--- src/rtl/fsmc_pkg.sv ---
package fsmc_pkg;

  typedef enum logic [1:0] {
    MD_STARTUP  = 2'b00,
    MD_NORMAL   = 2'b01,
    MD_FLASH    = 2'b10,
    MD_FAILSAFE = 2'b11
  } mode_e;

  typedef enum logic [2:0] {
    SRC_POWERON    = 3'd0,
    SRC_HANDSHAKE  = 3'd1,
    SRC_INIT_TMO   = 3'd2,
    SRC_FLASH_TMO  = 3'd3,
    SRC_FLASH_EXIT = 3'd4,
    SRC_ILLEGAL    = 3'd5,
    SRC_OSC        = 3'd6,
    SRC_WAKE       = 3'd7
  } src_e;

  localparam logic [2:0] CODE_FLASH_REQ   = 3'b011;
  localparam logic [2:0] CODE_GO_NORMAL   = 3'b101;
  localparam logic [2:0] CODE_FLASH_LEAVE = 3'b110;
  localparam logic [2:0] CODE_FLASH_SERVE = 3'b111;

endpackage

--- src/rtl/fsmc_rst_sync.sv ---
module fsmc_rst_sync (
  input  logic clk,
  input  logic rst_n,
  output logic rst_sn
);
  logic [1:0] sync_q;

  always_ff @(posedge clk or negedge rst_n) begin
    if (!rst_n) sync_q <= 2'b00;
    else        sync_q <= {sync_q[0], 1'b1};
  end

  assign rst_sn = sync_q[1];
endmodule

--- src/rtl/fsmc_rst_pulse.sv ---
module fsmc_rst_pulse #(
  parameter int RST_LEN = 16
) (
  input  logic clk,
  input  logic rst_n,
  input  logic start,
  output logic busy
);
  localparam int CW = $clog2(RST_LEN + 1);

  logic [CW-1:0] cnt_q, cnt_d;
  logic          cnt_en;

  always_comb begin
    cnt_en = start || (cnt_q != '0);
    cnt_d  = start ? CW'(RST_LEN) : cnt_q - 1'b1;
  end

  always_ff @(posedge clk or negedge rst_n) begin
    if (!rst_n)      cnt_q <= '0;
    else if (cnt_en) cnt_q <= cnt_d;
  end

  assign busy = (cnt_q != '0);
endmodule

--- src/rtl/fsmc_wdog.sv ---
module fsmc_wdog #(
  parameter int STARTUP_TICKS = 4096,
  parameter int FLASH_TICKS   = 8192
) (
  input  logic clk,
  input  logic rst_n,
  input  logic run,
  input  logic clr,
  input  logic sel_flash,
  output logic expired
);
  localparam int MAXT = (STARTUP_TICKS > FLASH_TICKS) ? STARTUP_TICKS : FLASH_TICKS;
  localparam int TW   = $clog2(MAXT + 1);
  localparam logic [TW-1:0] INIT_LAST  = TW'(STARTUP_TICKS - 1);
  localparam logic [TW-1:0] FLASH_LAST = TW'(FLASH_TICKS - 1);

  logic [TW-1:0] cnt_q, cnt_d;
  logic          cnt_en;
  logic [TW-1:0] last;

  always_comb begin
    last   = sel_flash ? FLASH_LAST : INIT_LAST;
    cnt_en = clr || run;
    cnt_d  = clr ? '0 : cnt_q + 1'b1;
  end

  always_ff @(posedge clk or negedge rst_n) begin
    if (!rst_n)      cnt_q <= '0;
    else if (cnt_en) cnt_q <= cnt_d;
  end

  assign expired = run && (cnt_q == last);
endmodule

--- src/rtl/failsafe_mode_ctrl.sv ---
module failsafe_mode_ctrl
  import fsmc_pkg::*;
#(
  parameter int RST_LEN       = 16,
  parameter int STARTUP_TICKS = 4096,
  parameter int FLASH_TICKS   = 8192
) (
  input  logic       clk,
  input  logic       rst_n,
  input  logic       wr_en,
  input  logic [2:0] wr_code,
  input  logic       osc_fail,
  input  logic       wake,
  output logic [1:0] mode,
  output logic       sys_rst,
  output logic [2:0] rst_src
);
  logic  rst_sn;
  mode_e mode_q, mode_d;
  src_e  src_q, src_d;
  logic  pend_q, pend_d;
  logic  fire, busy, wd_clr, wd_run, wd_exp;

  fsmc_rst_sync u_sync (.clk(clk), .rst_n(rst_n), .rst_sn(rst_sn));

  fsmc_rst_pulse #(.RST_LEN(RST_LEN)) u_pulse (
    .clk(clk), .rst_n(rst_sn), .start(fire), .busy(busy)
  );

  assign wd_run = ((mode_q == MD_STARTUP) || (mode_q == MD_FLASH)) && !busy;

  fsmc_wdog #(.STARTUP_TICKS(STARTUP_TICKS), .FLASH_TICKS(FLASH_TICKS)) u_wdog (
    .clk(clk), .rst_n(rst_sn), .run(wd_run), .clr(wd_clr),
    .sel_flash(mode_q == MD_FLASH), .expired(wd_exp)
  );

  // Next-state logic; priority: oscillator fail, fail-safe exit, pulse busy, write, timeout
  always_comb begin
    mode_d = mode_q;
    src_d  = src_q;
    pend_d = pend_q;
    fire   = 1'b0;
    wd_clr = 1'b0;
    if (osc_fail) begin
      if (mode_q != MD_FAILSAFE) begin
        mode_d = MD_FAILSAFE;
        src_d  = SRC_OSC;
        pend_d = 1'b0;
        wd_clr = 1'b1;
      end
    end else if (mode_q == MD_FAILSAFE) begin
      if (wake) begin
        mode_d = MD_STARTUP;
        src_d  = SRC_WAKE;
        fire   = 1'b1;
        wd_clr = 1'b1;
      end
    end else if (busy) begin
      wd_clr = 1'b1;
    end else if (wr_en) begin
      unique case (mode_q)
        MD_STARTUP: begin
          if (wr_code == CODE_FLASH_REQ) begin
            wd_clr = 1'b1;
            if (pend_q) begin
              mode_d = MD_FLASH;
              pend_d = 1'b0;
            end else begin
              pend_d = 1'b1;
              src_d  = SRC_HANDSHAKE;
              fire   = 1'b1;
            end
          end else if (wr_code == CODE_GO_NORMAL) begin
            mode_d = MD_NORMAL;
            pend_d = 1'b0;
            wd_clr = 1'b1;
          end else begin
            mode_d = MD_STARTUP;
            src_d  = SRC_ILLEGAL;
            pend_d = 1'b0;
            fire   = 1'b1;
            wd_clr = 1'b1;
          end
        end
        MD_NORMAL: begin
          if (wr_code != CODE_GO_NORMAL) begin
            mode_d = MD_STARTUP;
            src_d  = SRC_ILLEGAL;
            pend_d = 1'b0;
            fire   = 1'b1;
            wd_clr = 1'b1;
          end
        end
        MD_FLASH: begin
          wd_clr = 1'b1;
          if (wr_code == CODE_FLASH_LEAVE) begin
            mode_d = MD_STARTUP;
            src_d  = SRC_FLASH_EXIT;
            fire   = 1'b1;
          end else if (wr_code != CODE_FLASH_SERVE) begin
            mode_d = MD_STARTUP;
            src_d  = SRC_ILLEGAL;
            fire   = 1'b1;
          end
        end
        default: ;
      endcase
    end else if (wd_exp) begin
      src_d  = (mode_q == MD_FLASH) ? SRC_FLASH_TMO : SRC_INIT_TMO;
      mode_d = MD_STARTUP;
      pend_d = 1'b0;
      fire   = 1'b1;
      wd_clr = 1'b1;
    end
  end

  always_ff @(posedge clk or negedge rst_sn) begin
    if (!rst_sn) begin
      mode_q <= MD_STARTUP;
      src_q  <= SRC_POWERON;
      pend_q <= 1'b0;
    end else begin
      mode_q <= mode_d;
      src_q  <= src_d;
      pend_q <= pend_d;
    end
  end

  assign mode    = mode_q;
  assign rst_src = src_q;
  assign sys_rst = busy || (mode_q == MD_FAILSAFE);
endmodule

--- config.mk ---
export PLATFORM = sky130hd
export DESIGN_NAME = failsafe_mode_ctrl
export DESIGN_NICKNAME = d
export VERILOG_FILES = /design/src/rtl/fsmc_pkg.sv /design/src/rtl/fsmc_rst_sync.sv /design/src/rtl/fsmc_rst_pulse.sv /design/src/rtl/fsmc_wdog.sv /design/src/rtl/failsafe_mode_ctrl.sv
export SDC_FILE = /design/constraint.sdc
export NUM_CORES = 1
export LEC_CHECK = 0
export BUFFER_PORTS_ARGS = -buffer_cell sky130_fd_sc_hd__buf_4
export CAP_MARGIN = 30
export CORE_UTILIZATION = 64
export DETAILED_ROUTE_END_ITERATION = 7
export PLACE_DENSITY = 0.84
export SYNTH_ARGS = -nofsm -noshare
export SYNTH_HDL_FRONTEND = slang
export SYNTH_SLANG_ARGS = --single-unit
export TNS_END_PERCENT = 30
--- constraint.sdc ---
create_clock -name clk -period 3.12 [get_ports clk]
set_clock_uncertainty 0.05 [all_clocks]
set_input_delay 0.312 -clock clk [delete_from_list [all_inputs] [get_ports clk]]
set_output_delay 0.312 -clock clk [all_outputs]
set_load 0.01 [all_outputs]
==> results.sh <==
export IMPL_holdCritPathClass="primary input to async pin"
export IMPL_met3WireLength_um=165
export IMPL_place_area_um2=1840
export IMPL_synth_edff_count=0
export IMPL_numPortBuffers=13
export IMPL_root_buffer="clkbuf_4"
export IMPL_dp_hpwl_um=2780
export IMPL_grt_usage_pct=28.3
export IMPL_critPathCapture="rst_src[0]"
export IMPL_slew_headroom_pct=36.1
export IMPL_synth_top_family_by_area="simple AND/OR/NAND/NOR gates"
export IMPL_setup_viol=0
export IMPL_cts_tree="built"
export IMPL_design_area_um2=1880
export IMPL_nNetsFinal=216
export IMPL_syn_num_nets=205
export IMPL_cts_reportedPaths_clkPinSlew_ns=0.15
export IMPL_postSynthCellCount=190
export IMPL_cts_buffer_depth=2
export IMPL_critPathKind="flip-flop to flip-flop"
export IMPL_fmax_mhz=386
export IMPL_cts_setup_buffers=0
export IMPL_num_rows=18
export IMPL_worstPathArrival_ns=2.77
export IMPL_synth_adder_area_share_pct=5.00
export IMPL_synth_area_top_cells="dfrtp_1 39%, ha_1 5.0%, xor2_1 5.0%, nor2_1 4.5%, nand2_1 3.4%"
export IMPL_synthDistinctLibCells=51
export IMPL_numCtsBuffers=3
export IMPL_syn_area_um2=1750
export IMPL_finalMaxSlewViolations=0
export IMPL_r2r_start="u_pulse.cnt_q[0]"
export IMPL_worstMarginPinSlew_ns=0.958
export IMPL_ys_flop_type="dfrtp_1"
export IMPL_hold_viol=0
export IMPL_min_period_ns=2.59
export IMPL_core_um2=2520
export IMPL_cp_max_fo=12
export IMPL_status="complete, no violations"
export IMPL_rsz0062_at_grt="false"
export IMPL_route_met2_wl_um=1830
export IMPL_grt_overflow=0
export IMPL_wire_per_inst_um=16.1
export IMPL_synth_seq_cells=27
export IMPL_cts_max_level=1
export IMPL_synthSimpleGateAreaFrac_pct=26.9
export IMPL_power_density_nw_per_um2=663
export IMPL_die_area_um2=2950
export IMPL_gp_congestion=0.959
export IMPL_peakVddDrop_v=0.000608
export IMPL_grt_pass1_wl_um=5960
export IMPL_synth_area_per_cell_um2=9.21
export IMPL_routed_via_density=6.58
export IMPL_drive_gt1_share_pct=16.0
export IMPL_dr_pass1_iters=4
export IMPL_io_pins=14
export IMPL_drt_met1_wl_um=1580
export IMPL_drt_wl_total_um=3700
export IMPL_dieWidth_um=54.3
export IMPL_num_vias=1513
export IMPL_end_kind="flip-flop"
export IMPL_synth_compound_area_share_pct=14.5
export IMPL_start_util_pct=69.4
export IMPL_drc_errors=0
export IMPL_synth_top_area_cell="dfrtp_1"
export IMPL_start_kind="flip-flop"
export IMPL_multi_input_area_um2=996
export IMPL_required_ns=3.30
export IMPL_grt_max_degree=26
export IMPL_reg2reg_to="rst_src[0]"
export IMPL_maxCapViolations=0
export IMPL_clkLatencyLatePin_ns=0.33
export IMPL_synth_mux_area_share_pct=3.22
export IMPL_holdBufCountCts=1
export IMPL_total_power_uw=1250
export IMPL_highest_layer="met4"
export IMPL_antenna_left=0
export IMPL_drt_iter0_markers=64
export IMPL_seq_area_um2=676
export IMPL_synth_xor_area_share_pct=7.01
export IMPL_cp_startpoint="u_pulse.cnt_q[0]"
export IMPL_cts_resized=0
export IMPL_leakage_uw=0.000821
export IMPL_fillers=176
export IMPL_die_height_um=54.3
export IMPL_finalCritPeriodShare_pct=83.1
export IMPL_clock_sinks=27
export IMPL_grt_pass1_vias=1339
export IMPL_synth_warning_count=0
export IMPL_antenna_found_initial=0
export IMPL_fin_setup_tns_ns=0
export IMPL_synth_top_area_share_pct=38.6
export IMPL_r2r_setup_slack_ns=0.53
export IMPL_r2r_cells=7
export IMPL_seq_area_frac_synth_pct=38.6
export IMPL_synthArstFlopShare_pct=100
export IMPL_area_growth_pct=7.51
export IMPL_antenna_cells=0
how the worst min path moves through the flow:
stage                     start          endpoint  slack (ns)  depth (start not counted)
after floorplan           rst_n  u_sync.sync_q[0]       -0.03                          0
after global placement    rst_n  u_sync.sync_q[0]        0.04                          1
after detailed placement  rst_n  u_sync.sync_q[0]        0.05                          1
after CTS                 rst_n  u_sync.sync_q[0]        0.21                          2
after global routing      rst_n  u_sync.sync_q[1]        0.23                          2
final                     rst_n  u_sync.sync_q[1]        0.25                          2
layer usage:
| metal | GRT usage, % | vias up |
|---|---|---|
| met1 | 33.7 | 750 |
| met3 | 3.33 | 16 |
| met2 | 49.6 | 50 |
| met5 | 0 | - |
| met4 | 14.5 | 0 |
| li1 | - | 697 |
registers in the layout, summed over array words and instances, names as in the netlist:
| name | flops |
|---|---|
| mode | 2 |
| pend_q | 1 |
| rst_src | 3 |
| u_pulse.cnt_q | 5 |
| u_sync.sync_q | 2 |
| u_wdog.cnt_q | 14 |
power breakdown:
| group | total, uW | switching (uW) | internal (uW) |
|---|---|---|---|
| clock network | 154 | 106 | 48.1 |
| registers | 493 | 74.6 | 419 |
| logic | 601 | 345 | 255 |
| total | 1250 | 525 | 722 |
cell type report:
cell class	count	area share, %
multi-input combinational	145	52.9
sequential	27	35.9
timing repair buffer	14	5.72
inverter	10	1.99
tap	30	1.99
clock buffer	3	1.20
clock inverter	1	0.266
kinds of logic (layout without fill, tap and decap cells):
group                    after synthesis  count (layout)
multiplexers                           5               5
AND/OR/NAND/NOR                       83              83
XOR/XNOR                              14              14
other                                  1               1
flip-flops                            27              27
buffers and inverters                 18              28
AO/OA/AOI/OAI                         35              35
adder cells (fa/ha/maj)                7               7
worst max-delay path, cell delays in order (launching register included):
cell	delay [ns]
dfrtp_1	0.44
inv_1	0.10
ha_1	0.19
or4b_4	0.58
nor3_4	0.39
a21o_1	0.21
and2b_2	0.19
mux2_2	0.34
stage by stage:
step | setup slack [ns] | utilization (%) | instances | hold slack, ns
2_1_floorplan | 0.859 | - | 190 | -0.0336
3_3_place_gp | 0.697 | 73.1 | 225 | 0.0448
3_5_place_dp | 0.577 | 73.1 | 225 | 0.0460
4_1_cts | 0.544 | 74.6 | 230 | 0.212
5_1_grt | 0.360 | 74.6 | 230 | 0.227
6_report | 0.528 | 74.6 | 230 | 0.248
synth_stat cells, drive strengths merged (2+ instances only):
cell type / count
a22oi: 2
nor4bb: 3
nor2b: 4
and3: 2
xor2: 10
xnor2: 4
o21ai: 7
a21o: 2
nand2: 17
a211oi: 2
inv: 10
a21oi: 9
ha: 7
nand3: 6
a31oi: 2
nand4: 8
nor2: 21
or3: 2
dfrtp: 27
buf: 5
clkbuf: 3
o211ai: 2
and2: 2
nor3: 5
mux2: 5
nand3b: 3
cell usage in the layout, fill, tap and decap left out, types with 5 or more instances in the layout:
cell type and instances:
a21oi_1 9, buf_4 13, dfrtp_1 27, ha_1 7, inv_1 10, mux2_2 5, nand2_1 16, nand3_1 6
nand4_1 8, nor2_1 21, o21ai_0 7, xor2_1 10
(Power assumes the default switching activity.)
